--- src/rtl/mpf_pkg.sv ---
package mpf_pkg;

  typedef enum logic [2:0] {
    FS_OPEN   = 3'd0,
    FS_ISSUE  = 3'd1,
    FS_RDWAIT = 3'd2,
    FS_DONE   = 3'd3,
    FS_ERRA   = 3'd4,
    FS_ERRB   = 3'd5
  } fe_state_e;

  localparam logic [1:0] RESP_OKAY  = 2'b00;
  localparam logic [1:0] RESP_ERROR = 2'b01;

  localparam logic [2:0] SIZE_WORD  = 3'b010;

  function automatic int unsigned bit_count(input logic [7:0] v, input int unsigned n);
    int unsigned c;
    c = 0;
    for (int unsigned i = 0; i < n; i++) c += v[i] ? 1 : 0;
    return c;
  endfunction

endpackage

--- src/rtl/mpf_decode.sv ---
module mpf_decode #(
  parameter int CS_N = 8,
  localparam int CS_W = $clog2(CS_N)
) (
  input  logic            hsel_glb,
  input  logic [CS_N-1:0] hsel_cs,
  input  logic [1:0]      htrans,
  input  logic [2:0]      hsize,
  input  logic            hready_in,
  input  logic            slot_open,
  output logic            take_ok,
  output logic            take_err,
  output logic [CS_W-1:0] cs_idx
);
  import mpf_pkg::*;

  logic       sampled;
  logic       active;
  logic       cs_single;
  logic       size_ok;
  logic [7:0] cs_wide;

  always_comb begin
    cs_wide = '0;
    cs_wide[CS_N-1:0] = hsel_cs;
  end

  assign sampled   = hsel_glb & hready_in & slot_open;
  assign active    = htrans[1];
  assign cs_single = (bit_count(cs_wide, CS_N) == 1);
  assign size_ok   = (hsize <= SIZE_WORD);

  assign take_ok  = sampled & active & cs_single & size_ok;
  assign take_err = sampled & active & ~(cs_single & size_ok);

  always_comb begin
    cs_idx = '0;
    for (int i = 0; i < CS_N; i++) begin
      if (hsel_cs[i]) cs_idx = CS_W'(i);
    end
  end

  always_comb begin
    AST_TAKE_EXCLUSIVE: assert (!(take_ok && take_err));
  end

endmodule

--- src/rtl/mpf_ctrl.sv ---
module mpf_ctrl (
  input  logic       clk,
  input  logic       rst_n,
  input  logic       take_ok,
  input  logic       take_err,
  input  logic       cur_write,
  input  logic       req_ready,
  input  logic       rsp_valid,
  input  logic       hready_in,
  input  logic       hsel_glb,
  input  logic       hmastlock,
  output logic       hready_out,
  output logic [1:0] hresp,
  output logic       req_valid,
  output logic       rd_capture,
  output logic       lock_out
);
  import mpf_pkg::*;

  fe_state_e st_q, st_d;
  logic      lock_q;

  always_comb begin
    st_d = st_q;
    case (st_q)
      FS_OPEN, FS_DONE, FS_ERRB: begin
        if (take_ok)       st_d = FS_ISSUE;
        else if (take_err) st_d = FS_ERRA;
        else               st_d = FS_OPEN;
      end
      FS_ISSUE:  if (req_ready) st_d = cur_write ? FS_DONE : FS_RDWAIT;
      FS_RDWAIT: if (rsp_valid) st_d = FS_DONE;
      FS_ERRA:   st_d = FS_ERRB;
      default:   st_d = FS_OPEN;
    endcase
  end

  always_ff @(posedge clk or negedge rst_n) begin
    if (!rst_n) st_q <= FS_OPEN;
    else        st_q <= st_d;
  end

  always_ff @(posedge clk or negedge rst_n) begin
    if (!rst_n)         lock_q <= 1'b0;
    else if (hready_in) lock_q <= hmastlock & hsel_glb;
  end

  assign hready_out = (st_q == FS_OPEN) | (st_q == FS_DONE) | (st_q == FS_ERRB);
  assign hresp      = ((st_q == FS_ERRA) | (st_q == FS_ERRB)) ? RESP_ERROR : RESP_OKAY;
  assign req_valid  = (st_q == FS_ISSUE);
  assign rd_capture = (st_q == FS_RDWAIT) & rsp_valid;
  assign lock_out   = lock_q;

  AST_RESP_LEGAL: assert property (@(posedge clk) disable iff (!rst_n)
    hresp[1] == 1'b0);

  AST_ERR_SECOND: assert property (@(posedge clk) disable iff (!rst_n)
    (hresp == RESP_ERROR && !hready_out) |=> (hresp == RESP_ERROR && hready_out));

  AST_ERR_NO_REQ: assert property (@(posedge clk) disable iff (!rst_n)
    (hresp == RESP_ERROR) |-> !req_valid);

  AST_WAIT_WHILE_REQ: assert property (@(posedge clk) disable iff (!rst_n)
    req_valid |-> !hready_out);

  AST_LOCK_SOURCE: assert property (@(posedge clk) disable iff (!rst_n)
    $rose(lock_out) |-> $past(hmastlock));

endmodule

--- src/rtl/mpf_reqreg.sv ---
module mpf_reqreg #(
  parameter int ADDR_W = 29,
  parameter int DATA_W = 32,
  parameter int CS_W   = 3
) (
  input  logic              clk,
  input  logic              rst_n,
  input  logic              take_ok,
  input  logic [CS_W-1:0]   cs_idx,
  input  logic [ADDR_W-1:0] haddr,
  input  logic [2:0]        hsize,
  input  logic              hwrite,
  input  logic [2:0]        hburst,
  input  logic              hmastlock,
  input  logic              rd_capture,
  input  logic [DATA_W-1:0] rsp_rdata,
  input  logic              req_valid,
  input  logic              req_ready,
  output logic [CS_W-1:0]   req_cs,
  output logic [ADDR_W-1:0] req_addr,
  output logic [2:0]        req_size,
  output logic              req_write,
  output logic [2:0]        req_burst,
  output logic              req_lock,
  output logic [DATA_W-1:0] rdata_q
);

  always_ff @(posedge clk or negedge rst_n) begin
    if (!rst_n) begin
      req_cs    <= '0;
      req_addr  <= '0;
      req_size  <= '0;
      req_write <= 1'b0;
      req_burst <= '0;
      req_lock  <= 1'b0;
    end else if (take_ok) begin
      req_cs    <= cs_idx;
      req_addr  <= haddr;
      req_size  <= hsize;
      req_write <= hwrite;
      req_burst <= hburst;
      req_lock  <= hmastlock;
    end
  end

  always_ff @(posedge clk or negedge rst_n) begin
    if (!rst_n)          rdata_q <= '0;
    else if (rd_capture) rdata_q <= rsp_rdata;
    else                 rdata_q <= '0;
  end

  AST_REQ_HOLD: assert property (@(posedge clk) disable iff (!rst_n)
    (req_valid && !req_ready) |=> (req_valid && $stable(req_addr) && $stable(req_cs)
      && $stable(req_size) && $stable(req_write) && $stable(req_burst)));

endmodule

--- src/rtl/mem_port_front.sv ---
module mem_port_front #(
  parameter int ADDR_W = 29,
  parameter int DATA_W = 32,
  parameter int CS_N   = 8,
  localparam int CS_W  = $clog2(CS_N)
) (
  input  logic              clk,
  input  logic              rst_n,
  input  logic              hsel_glb,
  input  logic [CS_N-1:0]   hsel_cs,
  input  logic [ADDR_W-1:0] haddr,
  input  logic [1:0]        htrans,
  input  logic              hwrite,
  input  logic [2:0]        hsize,
  input  logic [2:0]        hburst,
  input  logic              hmastlock,
  input  logic [DATA_W-1:0] hwdata,
  input  logic              hready_in,
  output logic              hready_out,
  output logic [1:0]        hresp,
  output logic [DATA_W-1:0] hrdata,
  output logic              req_valid,
  input  logic              req_ready,
  output logic [CS_W-1:0]   req_cs,
  output logic [ADDR_W-1:0] req_addr,
  output logic [2:0]        req_size,
  output logic              req_write,
  output logic [2:0]        req_burst,
  output logic              req_lock,
  output logic [DATA_W-1:0] req_wdata,
  input  logic              rsp_valid,
  input  logic [DATA_W-1:0] rsp_rdata,
  output logic              lock_out
);

  logic            take_ok;
  logic            take_err;
  logic [CS_W-1:0] cs_idx;
  logic            rd_capture;

  mpf_decode #(.CS_N(CS_N)) u_decode (
    .hsel_glb  (hsel_glb),
    .hsel_cs   (hsel_cs),
    .htrans    (htrans),
    .hsize     (hsize),
    .hready_in (hready_in),
    .slot_open (hready_out),
    .take_ok   (take_ok),
    .take_err  (take_err),
    .cs_idx    (cs_idx)
  );

  mpf_ctrl u_ctrl (
    .clk        (clk),
    .rst_n      (rst_n),
    .take_ok    (take_ok),
    .take_err   (take_err),
    .cur_write  (req_write),
    .req_ready  (req_ready),
    .rsp_valid  (rsp_valid),
    .hready_in  (hready_in),
    .hsel_glb   (hsel_glb),
    .hmastlock  (hmastlock),
    .hready_out (hready_out),
    .hresp      (hresp),
    .req_valid  (req_valid),
    .rd_capture (rd_capture),
    .lock_out   (lock_out)
  );

  mpf_reqreg #(.ADDR_W(ADDR_W), .DATA_W(DATA_W), .CS_W(CS_W)) u_reqreg (
    .clk        (clk),
    .rst_n      (rst_n),
    .take_ok    (take_ok),
    .cs_idx     (cs_idx),
    .haddr      (haddr),
    .hsize      (hsize),
    .hwrite     (hwrite),
    .hburst     (hburst),
    .hmastlock  (hmastlock),
    .rd_capture (rd_capture),
    .rsp_rdata  (rsp_rdata),
    .req_valid  (req_valid),
    .req_ready  (req_ready),
    .req_cs     (req_cs),
    .req_addr   (req_addr),
    .req_size   (req_size),
    .req_write  (req_write),
    .req_burst  (req_burst),
    .req_lock   (req_lock),
    .rdata_q    (hrdata)
  );

  assign req_wdata = req_valid ? hwdata : '0;

  AST_UNSELECTED_QUIET: assert property (@(posedge clk) disable iff (!rst_n)
    ($past(hready_in) && $past(hready_out) && !$past(hsel_glb)) |-> (!req_valid && hresp == 2'b00));

  AST_RDATA_ONLY_ON_DONE: assert property (@(posedge clk) disable iff (!rst_n)
    !hready_out |-> (hrdata == '0));

endmodule

--- config.mk ---
export PLATFORM = sky130hd
export DESIGN_NAME = mem_port_front
export DESIGN_NICKNAME = d
export VERILOG_FILES = /design/src/rtl/mpf_pkg.sv /design/src/rtl/mpf_decode.sv /design/src/rtl/mpf_ctrl.sv /design/src/rtl/mpf_reqreg.sv /design/src/rtl/mem_port_front.sv
export SDC_FILE = /design/constraint.sdc
export NUM_CORES = 1
export LEC_CHECK = 0
export BUFFER_PORTS_ARGS = -buffer_cell sky130_fd_sc_hd__buf_2
export CORE_ASPECT_RATIO = 0.6
export CORE_UTILIZATION = 35
export DETAILED_ROUTE_END_ITERATION = 8
export PLACE_DENSITY_LB_ADDON = 0.12
export SLEW_MARGIN = 10
export SYNTH_ARGS = -nofsm -noshare
export SYNTH_HDL_FRONTEND = slang
export SYNTH_SLANG_ARGS = --single-unit
--- constraint.sdc ---
create_clock -name clk -period 5.6 [get_ports clk]
set_clock_uncertainty 0.2 [all_clocks]
set_input_delay 1.12 -clock clk [delete_from_list [all_inputs] [get_ports clk]]
set_output_delay 1.12 -clock clk [all_outputs]
set_load 0.02 [all_outputs]
Word level (Yosys, flattened, before mapping)
Cells that the tools add are included.
Cells by class
  order comparisons: 1
  add/sub/neg operators: 7
  bitwise logic cells: 13
  muxes and demuxes: 24
  equal/unequal tests: 8
  reductions and logical operators: 3
Operators by type and width (count)
  $add 32x32->32: 7
  $mux 32: 2
  $eq 32x1->1 const B: 1
  $mux 3: 8
  $pmux 3 s4: 1
  $mux 1: 11
  $and 1x1->1: 9
  $eq 3x2->1 const B: 2
  $eq 3x3->1 const B: 2
  $mux 2: 2
  $eq 3x1->1 const B: 1
  $le 3x2->1 const B: 1
  $logic_not 3->1: 1
  $or 1x1->1: 3
  $reduce_or 3->1: 1
  $ne 2x1->1 const B: 1
  $ne 2x2->1 const B: 1
  $reduce_and 2->1: 1
  $not 1->1: 1
Storage, ports and cells
  logic and storage cells: 65
  bits in registers: 76

Logic depth before layout (Yosys ltp)
Gate-level depths: netlist (run 1).
  depth after elaboration: 15
  gate-level depth with buffers: 13
  gate-level depth less buffers: 12

Cells and area by module
Synthesis (run 1) repeated with hierarchy kept, for this count alone.
Second synthesis, totals
  cells, all modules: 258
  area total of the unflattened synthesis: 3328.2 sq um
By module, submodules not included
  mpf_reqreg: instances 1, area each 2508.7 sq um, cells each 151
  mpf_ctrl: instances 1, area each 305.3 sq um, cells each 38
  mpf_decode: instances 1, area each 259.0 sq um, cells each 34
  mem_port_front: instances 1, area each 255.2 sq um, cells each 35

Worst setup path before layout (run 1)
No wires, ideal clock.
  path type: input -> register
  start point: input hsel_cs[0]
  end point: register u_reqreg.req_addr[0]
  slack: 0.888 ns
  setup time: 0.125 ns
  stages on the path: 13
  data arrival time: 4.387 ns
  path buffers: 1
  cells stage by stage: inv_1 -> fa_1 -> fa_1 -> fa_1 -> inv_1 -> ha_1 -> inv_1 -> fa_1 -> a22oi_1 -> nand4b_1 -> nor4b_4 -> buf_6 -> mux2_4
On the way
  longest elaborated chain between the ends: 11
RTL lines
  start: declaration: RTL line mem_port_front.sv:10  | input logic [CS_N-1:0] hsel_cs,
  $mux 1: RTL line mpf_pkg.sv:20  | for (int unsigned i = 0; i < n; i++) c += v[i] ? 1 : 0;
  $add 32x32->32 (7 in series): RTL line mpf_pkg.sv:20
  $eq 32x1->1: RTL line mpf_decode.sv:30  | assign cs_single = (bit_count(cs_wide, CS_N) == 1);
  $and 1x1->1 (2 in series): RTL line mpf_decode.sv:33  | assign take_ok = sampled & active & cs_single & size_ok;
  end signal: assignment: RTL line mpf_reqreg.sv:38  | req_addr <= haddr;
  end: declaration: RTL line mpf_reqreg.sv:20  | output logic [ADDR_W-1:0] req_addr,
No other way between the ends.
A chain may end at the register's enable or synchronous reset.

Final worst setup path (run 1)
  start point: input hsel_cs[0]
  end point: register u_reqreg.req_addr[8]
The elaborated chain is that of the path after synthesis.

==> results of run 1 <==
metal layers:
metal	track usage, %	vias up	wire, um
met1	20.42	1182	3432
met2	23.24	113	3424
li1	-	1251	-
met4	4.941	2	79
met3	9.816	12	981
met5	0	-	13
final cells by class:
cell class,instances,area [um^2]
clock buffers,12,256.5
clock inverters,3,46.29
fillers,830,4360
inverters,17,63.81
multi-input cells,144,1345
flip-flops and latches,76,1902
well taps,130,162.7
repair buffers,226,1154
power breakdown:
| part | internal [mW] | switching, mW |
|---|---|---|
| sequential | 0.694 | 0.0846 |
| combinational | 0.382 | 0.464 |
| clock | 0.367 | 0.209 |
worst max path at each step:
| stage | slack [ns] | to | cells after the start | startpoint |
|---|---|---|---|---|
| final | 0.92 | u_reqreg.req_addr[8] | 14 | hsel_cs[0] |
| after CTS | 0.93 | u_reqreg.req_burst[1] | 14 | hsel_cs[0] |
| after global routing | 0.69 | u_reqreg.req_addr[5] | 14 | hsel_cs[0] |
| after global placement | 0.63 | u_reqreg.req_addr[10] | 14 | hsel_cs[0] |
| after detailed placement | 0.61 | u_reqreg.req_burst[1] | 14 | hsel_cs[0] |
| after floorplan | 0.89 | u_reqreg.req_addr[0] | 13 | hsel_cs[0] |
stage by stage:
stage,area (um^2),utilization [%],std cells
global placement,4621,49.74,593
floorplan,3381,-,249
global route,4930,53.06,608
detailed placement,4621,49.74,593
CTS,4923,53.00,608
finish,4930,53.06,608
synth_stat cells, drive strengths merged (2+ instances only):
master,n
nand2b,3
nand3,3
nor3b,2
nand3b,3
dfrtp,76
ha,3
nor2,2
fa,4
a31oi,2
clkbuf,6
o21ai,5
mux2,38
buf,6
inv,17
and2,64
a21oi,2
layout by cell type (no fill, tap or decap), types with 2 or more instances in the layout:
cell	n
clkbuf_8	2
a31oi_1	2
nand2b_1	3
fa_1	4
mux2_4	38
buf_2	222
dfrtp_1	76
buf_4	3
inv_1	17
nand3b_1	3
ha_1	3
a21oi_1	2
clkbuf_16	9
and2_1	64
nand3_1	3
nor2_1	2
o21ai_0	4
cells by family after synthesis:
kind of cell | after synthesis | synth area share (%)
other cells | 1 | 0.1109
compound gates | 12 | 2.184
xor+xnor | 1 | 0.2591
buf+inv | 29 | 4.441
flops | 76 | 56.25
simple gates | 84 | 16.10
mux | 39 | 17.17
fa+ha+maj | 7 | 3.479
state kept, by name, indices dropped and copies added (netlist names):
name,count
u_reqreg.rdata_q,32
u_reqreg.req_addr,29
u_ctrl.st_q,3
u_reqreg.req_burst,3
u_reqreg.req_cs,3
u_reqreg.req_size,3
u_ctrl.lock_out,1
u_reqreg.req_lock,1
u_reqreg.req_write,1
worst max-delay path, delay by kind of cell:
kind / cells / cell delay [ns]
buf+inv: 5 / 0.53
simple gates: 2 / 0.54
mux: 1 / 0.33
compound gates: 1 / 0.17
fa+ha+maj: 5 / 1.95
==> summary.md, run 1 <==
| Metric | Value |
|---|---|
| Cells after Synth | `between 200 and 250` |
| Post-synth top area cell | `dfrtp_1` |
| 1st-iter DRT viols | `approximately 70` |
| Via-to-Cell Ratio | `around 4.2` |
| Initial DRT Pass Iterations | `4` |
| WHS | `roughly 0.30 ns` |
| Site row count | `27` |
| Ports | `226` |
| Startpoint types | `input pin` |
| Asr flop ratio synth | `between 90% and 100%` |
| Max FO, Critical Path | `30` |
| DR WL/cell | `around 13 um` |
| Final Wtd Congestion | `~0.75` |
| Clock root buffer | `clkbuf_16` |
| Share of cells above drive strength 1 | `59.41%` |
| Reg2Reg Depth | `5` |
| Clock-pin slew on the worst setup and hold paths | `~0.05 ns` |
| Post-layout min period | `4.684 ns` |
| N_diodes | `0` |
| Worst EP required | `5.60 ns` |
| CP Capture Type | `register` |
| Port bufs | `between 200 and 250` |
| Lkg Pwr | `between 2 and 3 nW` |
| Starting Density | `between 30% and 40%` |
| WHS Endpoint | `u_reqreg.req_size[2]` |
| Detailed placer's ending HPWL | `~6 mm` |
| Initial antenna violation count | `1` |
| Sequential area share after synthesis | `between 50% and 60%` |
| Worst path slowest cell | `fa_1` |
| Synth Register Bits | `76` |
| Min-delay worst type | `register to register` |
| Pre-CTS WS | `0.6059 ns` |
| Cell Chain, Critical Path | `buf_2, inv_1, fa_1, fa_1, fa_1, inv_1, ha_1, inv_1, fa_1, a22oi_1, nand4b_1, nor4b_4, buf_12, mux2_4` |
| Final hold vios | `0` |
| Worst path max stage delay | `0.54 ns` |
| Yosys cell types | `31` |
| Critical R2R Launch | `u_ctrl.st_q[2]` |
| CTS Buf Count | `9` |
| CP most frequent cell | `fa_1` |
| CTS tree | `built` |
| Mean Syn Cell Area | `between 10 and 15 um^2` |
| Synth top area share | `between 50% and 60%` |
| Main synth FF type | `dfrtp_1` |
| Post-CTS Setup Inserts | `0` |
| Final max-slew violation count | `0` |
| Top cells by area, synth | `dfrtp_1 56%, mux2_4 17%, and2_1 12%` |
| Clock Latency Late Sink | `roughly 0.32 ns` |
| Tot Pwr | `about 2.2 mW` |
| Worst-Margin Slew | `~0.94 ns` |
| Post-cts resize count | `0` |
| Path type of the worst setup path | `input pin to register` |
| FF-to-FF End | `u_reqreg.req_addr[8]` |
| Vias | `2560` |
| RSZ-0062 raised after global routing | `false` |
| VDD IR-drop max | `about 0.17 mV` |
| Result of the run | `complete, no violations` |
| Maxcap violations | `0` |
| Clock sinks | `76` |
| Hold Startpoint | `u_reqreg.req_size[2]` |
| Core Area | `~0.0093 mm^2` |
| Number of global-route vias before repair | `roughly 2.5k` |
| Clock Tree Buf Depth | `2` |
| Relative slew slack | `37.15%` |
| Cell Area, Synth | `between 0.003 and 0.004 mm^2` |
| Die ar. | `around 0.01 mm^2` |
| Pin count of the biggest net entering global routing | `slightly below 80` |
| Chip width | `between 100 and 150 um` |
| Layout Nets | `598` |
| Post-Syn Nets | `373` |
| GRT Overall Usage | `~16%` |
| Pwr Density | `approximately 450 mW/mm^2` |
| Max Clock Freq | `approximately 210 MHz` |
| Die Span Y | `78.13 um` |
| FF-to-FF setup slack | `between 3 and 4 ns` |
| CTS Hold Bufs | `0` |
| WHS Path Cells | `1` |
| Arrival @ worst endpoint | `~4.7 ns` |
| Fin crit share | `83.64%` |
| DRC Markers | `0` |
| Setup violators final | `0` |
| Final WL | `7.931 mm` |
| Remaining antenna violation count | `0` |
| Yosys warning total | `0` |
| Post-synth EDFFs | `0` |
| H-tree depth | `3` |
| First-pass GRT wire length | `12.39 mm` |
| Final WS setup | `0.9163 ns` |
| Setup TNS | `0 ns` |
| Grt total ovfl | `0` |
| Synth-to-layout area growth | `45.82%` |
Power figures use the tool's default switching activity.
==> inputs of run 2 (changes only) <==
ABC_AREA = 1   (was unset)
clock period = 3.9 ns   (was 5.6 ns; I/O delays follow)
==> run 2 against run 1 <==
Effect of this change: area after synthesis down 0.48%; via count increased by 25%; utilization grew 2.0 points; total power grew 48%; critical path type unchanged; synthesized cell count is 68% higher; register-to-register slack worse by 1.5 ns; combinational power is 42% higher.
==> summary.md, run 2 <==
| Metric | Value |
|---|---|
| Post-CTS Setup Inserts | `0 (unchanged)` |
| Cell Area, Synth | `0.003364 mm^2 (-0.48%)` |
| Starting Density | `36.35% (-0.043 points)` |
| Most flops, register | `u_reqreg.rdata_q` |
| Detailed placer's ending HPWL | `6.514 mm (+9.6%)` |
| CP most frequent cell | `fa_1` |
| Number of global-route vias before repair | `3040 (+21%)` |
| GRT Overall Usage | `18.03% (+1.7 points)` |
| Die ar. | `0.01002 mm^2 (-0.47%)` |
| Ports | `226 (unchanged)` |
| Pin count of the biggest net entering global routing | `77 (unchanged)` |
| Share of cells above drive strength 1 | `42.59% (-17 points)` |
| Met2 Track Usage GR | `30.86% (+7.6 points)` |
| Startpoint types | `input pin` |
| FF-to-FF setup slack | `1.97 ns (-1.51 ns)` |
| Largest family of logic cells by synthesized area | `simple AND/OR/NAND/NOR gates` |
| Top cell family by delay on the critical path | `adder cells` |
| Area post-placement | `0.004638 mm^2 (+0.38%)` |
| GR Util met3 | `6.828% (-3.0 points)` |
| Multi-input logic area | `0.001091 mm^2 (-19%)` |
| Synth top area share | `56.53% (+0.27 points)` |
| 1st-iter DRT viols | `89 (+31%)` |
| Main synth FF type | `dfrtp_1` |
| CP Capture Type | `register` |
| FF+latch area | `0.001902 mm^2 (unchanged)` |
| Post-synth EDFFs | `0 (unchanged)` |
| Vias | `3201 (+25%)` |
| Commonest non-fill, non-tap cell in the layout | `buf_2` |
| Core Area | `0.009256 mm^2 (-0.36%)` |
| Port bufs | `223 (unchanged)` |
| Worst EP required | `3.92 ns (-1.68 ns)` |
| Chip width | `128.6 um (-0.24%)` |
| Critical R2R Launch | `u_ctrl.st_q[0]` |
| Result of the run | `complete, no violations` |
| Post-Synth Adder-Cell Area | `3.496% (+0.017 points)` |
| Clock sinks | `76 (unchanged)` |
| Asr flop ratio synth | `100.0% (unchanged)` |
| FF-to-FF End | `u_reqreg.rdata_q[6]` |
| Mean Syn Cell Area | `8.030 um^2 (-41%)` |
| Most frequent cells in the layout | `221 x buf_2, 119 x nand2_1, 85 x inv_1, 76 x dfrtp_1, 67 x nor2_1` |
| WHS Endpoint | `u_reqreg.req_lock` |
| Relative slew slack | `30.77% (-6.4 points)` |
| Final WL | `8.967 mm (+13%)` |
| Layout Nets | `769 (+29%)` |
| Yosys warning total | `0 (unchanged)` |
| Path type of the worst setup path | `input pin to register` |
| CTS Hold Bufs | `0 (unchanged)` |
| Synth Area in Simple Gates | `25.77% (+9.7 points)` |
| Final max-slew violation count | `0 (unchanged)` |
| Top Registers | `u_reqreg.rdata_q (32), u_reqreg.req_addr (29)` |
| Worst path slowest cell | `fa_1` |
| Die Span Y | `77.95 um (-0.24%)` |
| Mux cell area share after synthesis | `0% (-17 points)` |
| Top-count cell post-synth | `nand2_1` |
| Cells after Synth | `419 (+68%)` |
| Pwr Density | `639.1 mW/mm^2 (+43%)` |
| Filler cells | `944 (+14%)` |
| Post-Syn Nets | `543 (+46%)` |
| RSZ-0062 raised after global routing | `true` |
| Via-to-Cell Ratio | `4.114 (-2.3%)` |
| Final Wtd Congestion | `0.8137 (+7.8%)` |
| Cell Chain, Critical Path | `buf_8, inv_8, fa_1, fa_1, fa_1, inv_1, ha_2, inv_2, fa_1, nand3_2, nor2_2, nand2_2, nor2_4, inv_4, clkbuf_16, nand2_2, nand2_1` |
| Min-delay worst type | `register to register` |
| Post-layout min period | `roughly 3.9 ns` |
| Hold Startpoint | `u_reqreg.req_lock` |
| Grt total ovfl | `0 (unchanged)` |
| Largest register FFs | `32 (unchanged)` |
| Clock root buffer | `clkbuf_16` |
| Final Util | `55.04% (+2.0 points)` |
| CTS tree | `built` |
| Final instance area | `0.005095 mm^2 (+3.4%)` |
| Lkg Pwr | `3.393 nW (+18%)` |
| Initial antenna violation count | `0 (-1)` |
| Synth-to-layout area growth | `51.43%` |
| CTS Buf Count | `9 (unchanged)` |
| Post-synth top area cell | `dfrtp_1` |
| Worst-Margin Slew | `1.036 ns (+0.09316 ns)` |
| Clock Tree Buf Depth | `2 (unchanged)` |
| Top cells by area, synth | `dfrtp_1 57%, nand2_1 15%, inv_1 9.8%` |
| Site row count | `27 (unchanged)` |
| Remaining antenna violation count | `0 (unchanged)` |
| Maxcap violations | `0 (unchanged)` |
| Most instantiated cells after synthesis | `136 x nand2_1, 88 x inv_1, 76 x dfrtp_1` |
| Setup violators final | `0 (unchanged)` |
| Final hold vios | `0 (unchanged)` |
| H-tree depth | `3 (unchanged)` |
| DR WL/cell | `11.53 um (-12%)` |
| Reg2Reg Depth | `5 (unchanged)` |
| Synth Area in XOR/XNOR | `0% (-0.26 points)` |
| Grt peak-use layer | `met2` |
| VDD IR-drop max | `0.2887 mV (+75%)` |
| Pre-CTS WS | `-0.3412 ns (-0.9472 ns)` |
| Max FO, Critical Path | `7 (-77%)` |
| Clock-pin slew on the worst setup and hold paths | `0.05 ns (about the same)` |
| Worst path max stage delay | `0.54 ns (about the same)` |
| Arrival @ worst endpoint | `3.92 ns (-0.77 ns)` |
| N_diodes | `0 (unchanged)` |
| Clock Latency Late Sink | `0.33 ns (about the same)` |
| Post-synthesis compound-gate area fraction | `1.339% (-0.84 points)` |
| Sequential area share after synthesis | `56.53% (+0.27 points)` |
| Max Clock Freq | `256.5 MHz` |
| Grt met1 use | `20.50% (+0.072 points)` |
| Fin crit share | `roughly 100%` |
| Yosys cell types | `23 (-26%)` |
| Initial DRT Pass Iterations | `4 (unchanged)` |
| Final WS setup | `0.001040 ns (-0.9153 ns)` |
| Synth Register Bits | `76 (unchanged)` |
| Worst Path Buf+Inv | `6 (+1)` |
| WHS Path Cells | `2 (+1)` |
| DRC Markers | `0 (unchanged)` |
| First-pass GRT wire length | `13.89 mm (+12%)` |
[run 2: where the power goes]
part	internal (mW)	switching (mW)	total [mW]
Combinational	0.403	0.798	1.20
Clock	0.636	0.310	0.946
Sequential	0.993	0.117	1.11
[run 2: cell families after synthesis]
family,Yosys count
buf+inv,107
other cells,1
simple gates,220
fa+ha+maj,7
flops,76
compound gates,8
[run 2: through the flow]
step                hold slack, ns  instances  total power [mW]  setup TNS (ns)
floorplan                   0.2844        419             1.848         -0.7831
global placement            0.2478        762             2.282          -11.86
detailed placement          0.2532        762             2.305          -12.66
CTS                         0.2674        776             3.269        -0.05877
global route                0.2772        778             3.464          -4.405
finish                      0.2624        778             3.256               0
[run 2: per-layer routing]
| layer | wire length [um] | part of all wire (%) |
|---|---|---|
| met1 | 3778 | 42 |
| met4 | 140 | 1.6 |
| met3 | 835 | 9.3 |
| met5 | 0 | 0 |
| met2 | 4213 | 47 |
[run 2: final cells by class]
cell class	instances	share of cell area, %
clock inverter	4	1.940
clock buffer	10	4.691
inverter	91	6.901
sequential	76	37.33
multi-input combinational	236	21.41
tap	130	3.193
timing repair buffer	231	24.53
[run 2: timing repair]
action | in CTS | in global routing
cloned | 0 | 2
gates resized for setup | 0 | 28
endpoints found under the setup margin | 8 | 40
pin swaps | 0 | 2
[run 2: worst max path at each step]
| stage | from | to | slack [ns] | cells past startpoint |
|---|---|---|---|---|
| after detailed placement | hsel_cs[0] | u_reqreg.req_addr[21] | -0.34 | 16 |
| after global routing | hsel_cs[1] | u_reqreg.req_addr[4] | -0.13 | 17 |
| after CTS | hsel_cs[0] | u_reqreg.req_addr[21] | -0.01 | 16 |
| after floorplan | hsel_cs[0] | u_reqreg.req_addr[11] | -0.08 | 17 |
| after global placement | hsel_cs[0] | u_reqreg.req_addr[15] | -0.32 | 16 |
| final | hsel_cs[0] | u_reqreg.req_addr[23] | 0.001 | 17 |
[run 2: tightest hold or removal path: cells and delay by family (launching register included)]
kind	cells	cell delay (ns)
DFF	1	0.34
and+or+nand+nor	2	0.09
==> inputs of run 3 (changes only) <==
clock period = 3.75 ns   (was 3.9 ns; I/O delays follow)
==> run 3 against run 2 <==
Effect of this change: the flow now finishes with violations (setup timing); hold slack improved by 0.0073 ns; register-to-register slack got worse by 0.14 ns; clock power increased by 2.7%; die area unchanged; sequential power increased by 6%; wire length increased by 0.18%; global-route usage increased by 0.22 points; highest routed layer unchanged.
==> summary.md, run 3 (same netlist as run 2, synthesis figures left out) <==
| Metric | Value |
|---|---|
| Result of the run | `finished with violations` |
| Violated checks | `setup timing` |
| CP most frequent cell | `fa_1` |
| Via-to-Cell Ratio | `4.102 (-0.31%)` |
| Finished Layout Cells | `786 (+1.0%)` |
| Ports | `226 (unchanged)` |
| Final max-slew violation count | `0 (unchanged)` |
| Die Span Y | `77.95 um (unchanged)` |
| Post-layout min period | `roughly 3.9 ns` |
| H-tree depth | `3 (unchanged)` |
| Worst Path Buf+Inv | `6 (unchanged)` |
| VDD IR-drop max | `0.2861 mV (-0.90%)` |
| Max Clock Freq | `between 200 and 300 MHz` |
| Clock-pin slew on the worst setup and hold paths | `0.05 ns (about the same)` |
| Initial DRT Pass Iterations | `4 (unchanged)` |
| CTS Hold Bufs | `0 (unchanged)` |
| Worst path max stage delay | `0.54 ns (about the same)` |
| Top cell family by delay on the critical path | `adder cells` |
| Initial antenna violation count | `0 (unchanged)` |
| Share of cells above drive strength 1 | `44.82% (+2.2 points)` |
| Most frequent cells in the layout | `220 x buf_2, 108 x nand2_1, 84 x inv_1, 76 x dfrtp_1, 68 x nor2_1` |
| Clock Tree Buf Depth | `2 (unchanged)` |
| Pwr Density | `649.8 mW/mm^2 (+1.7%)` |
| Final hold vios | `0 (unchanged)` |
| Layout Nets | `776 (+0.91%)` |
| Startpoint types | `input pin` |
| Relative slew slack | `29.53% (-1.2 points)` |
| Setup violators final | `39 (+39)` |
| Arrival @ worst endpoint | `3.87 ns (-0.05 ns)` |
| Commonest non-fill, non-tap cell in the layout | `buf_2` |
| Final Wtd Congestion | `0.7974 (-2.0%)` |
| Worst-Margin Slew | `1.054 ns (+0.01846 ns)` |
| Max FO, Critical Path | `20 (+13)` |
| Final Util | `57.10% (+2.1 points)` |
| Critical R2R Launch | `u_ctrl.st_q[0]` |
| Die ar. | `0.01002 mm^2 (unchanged)` |
| Port bufs | `223 (unchanged)` |
| DRC Markers | `0 (unchanged)` |
| Final instance area | `0.005285 mm^2 (+3.7%)` |
| N_diodes | `0 (unchanged)` |
| GRT Overall Usage | `18.24% (+0.22 points)` |
| Area post-placement | `0.004661 mm^2 (+0.49%)` |
| Final WL | `8.983 mm (+0.18%)` |
| Pre-CTS WS | `-0.5253 ns (-0.1840 ns)` |
| CTS tree | `built` |
| Setup TNS | `-3.541 ns (-3.541 ns)` |
| Clock Latency Late Sink | `0.33 ns (about the same)` |
| CTS Buf Count | `9 (unchanged)` |
| First-pass GRT wire length | `14.07 mm (+1.3%)` |
| Placed insts | `765 (+0.39%)` |
| Final WS setup | `-0.1099 ns (-0.1109 ns)` |
| RSZ-0062 raised after global routing | `true` |
| Core Area | `0.009256 mm^2 (unchanged)` |
| Worst path slowest cell | `fa_1` |
| CP Capture Type | `register` |
| Site row count | `27 (unchanged)` |
| Clock sinks | `76 (unchanged)` |
| Remaining antenna violation count | `0 (unchanged)` |
| Top Registers | `u_reqreg.rdata_q (32), u_reqreg.req_addr (29)` |
| Pin count of the biggest net entering global routing | `77 (unchanged)` |
| Tot Pwr | `3.434 mW (+5.5%)` |
| Maxcap violations | `0 (unchanged)` |
| WHS | `0.2698 ns (+0.007348 ns)` |
| Filler cells | `901 (-4.6%)` |
| Number of global-route vias before repair | `3062 (+0.72%)` |
| Lkg Pwr | `3.455 nW (+1.8%)` |
| Chip width | `128.6 um (unchanged)` |
| Grt total ovfl | `0 (unchanged)` |
| Clock root buffer | `clkbuf_16` |
| Vias | `3224 (+0.72%)` |
| Most flops, register | `u_reqreg.rdata_q` |
| Synth-to-layout area growth | `57.08%` |
| 1st-iter DRT viols | `101 (+13%)` |
| Worst EP required | `3.76 ns (-0.16 ns)` |
| Worst Setup SP | `hsel_cs[0]` |
| Fin crit share | `102.9%` |
| Path type of the worst setup path | `input pin to register` |
| Hold Startpoint | `u_reqreg.req_addr[6]` |
| Min-delay worst type | `register to register` |
| Detailed placer's ending HPWL | `6.500 mm (-0.20%)` |
| DR WL/cell | `11.43 um (-0.84%)` |
| Cell Chain, Critical Path | `buf_8, inv_8, fa_1, fa_1, fa_1, inv_2, ha_4, inv_2, fa_1, nand3_1, nor2_1, nand2_2, nor2_4, clkinv_4, buf_12, nand2_1, nand2_1` |
| Largest register FFs | `32 (unchanged)` |
| Starting Density | `36.35% (unchanged)` |
-- run 3: cell types whose count changed in the layout (fill, tap and decap cells not counted), moves of 2 or more --
cell / delta
buf_4: +5
clkinv_2: +2
nand2_1: -11
nand2_4: +11
-- run 3: final timing paths --
check / endpoint / slack (ns) / depth (start not counted)
hold / removal: u_reqreg.req_addr[6] / 0.27 / 2
min in group asynchronous: u_reqreg.rdata_q[16] / 0.38 / 1
setup reg to reg: u_reqreg.rdata_q[27] / 1.83 / 5
max in group asynchronous: u_reqreg.req_addr[25] / 2.37 / 1
hold reg to reg: u_reqreg.req_addr[6] / 0.27 / 2
setup / recovery: u_reqreg.req_addr[16] / -0.11 / 17
-- run 3: tightest hold or removal path, stage by stage, from the launching register on --
cell and delay [ns]:
dfrtp_1 0.34, nand2_1 0.06, nand2_1 0.05
-- run 3: report_power, final --
part           switching (mW)  internal, mW
clock network           0.311         0.661
registers               0.143          1.03
logic                   0.834         0.453
total                    1.29          2.15
-- run 3: area by class of cell --
class                           instances  area [um^2]  share of cell area (%)
Inverter                               91        354.1                   6.700
Clock buffer                           10        239.0                   4.522
Timing Repair Buffer                  238         1351                   25.57
Sequential cell                        76         1902                   35.98
Multi-Input combinational cell        236         1176                   22.25
Clock inverter                          5        100.1                   1.894
Tap cell                              130        162.7                   3.078
-- run 3: repair_timing --
item,CTS,global route
endpoints found under the setup margin,40,42
gates resized for setup,14,41
pin swaps,1,4
buffers inserted,1,2
gates cloned,1,2
-- run 3: metal layers --
metal  share of wire (%)  GRT usage [%]  wire [um]
met1                  44          21.49       3927
met2                  47          30.65       4259
met3                 7.5          6.276        675
met4                 1.4          7.059        122
met5                   0              0          0
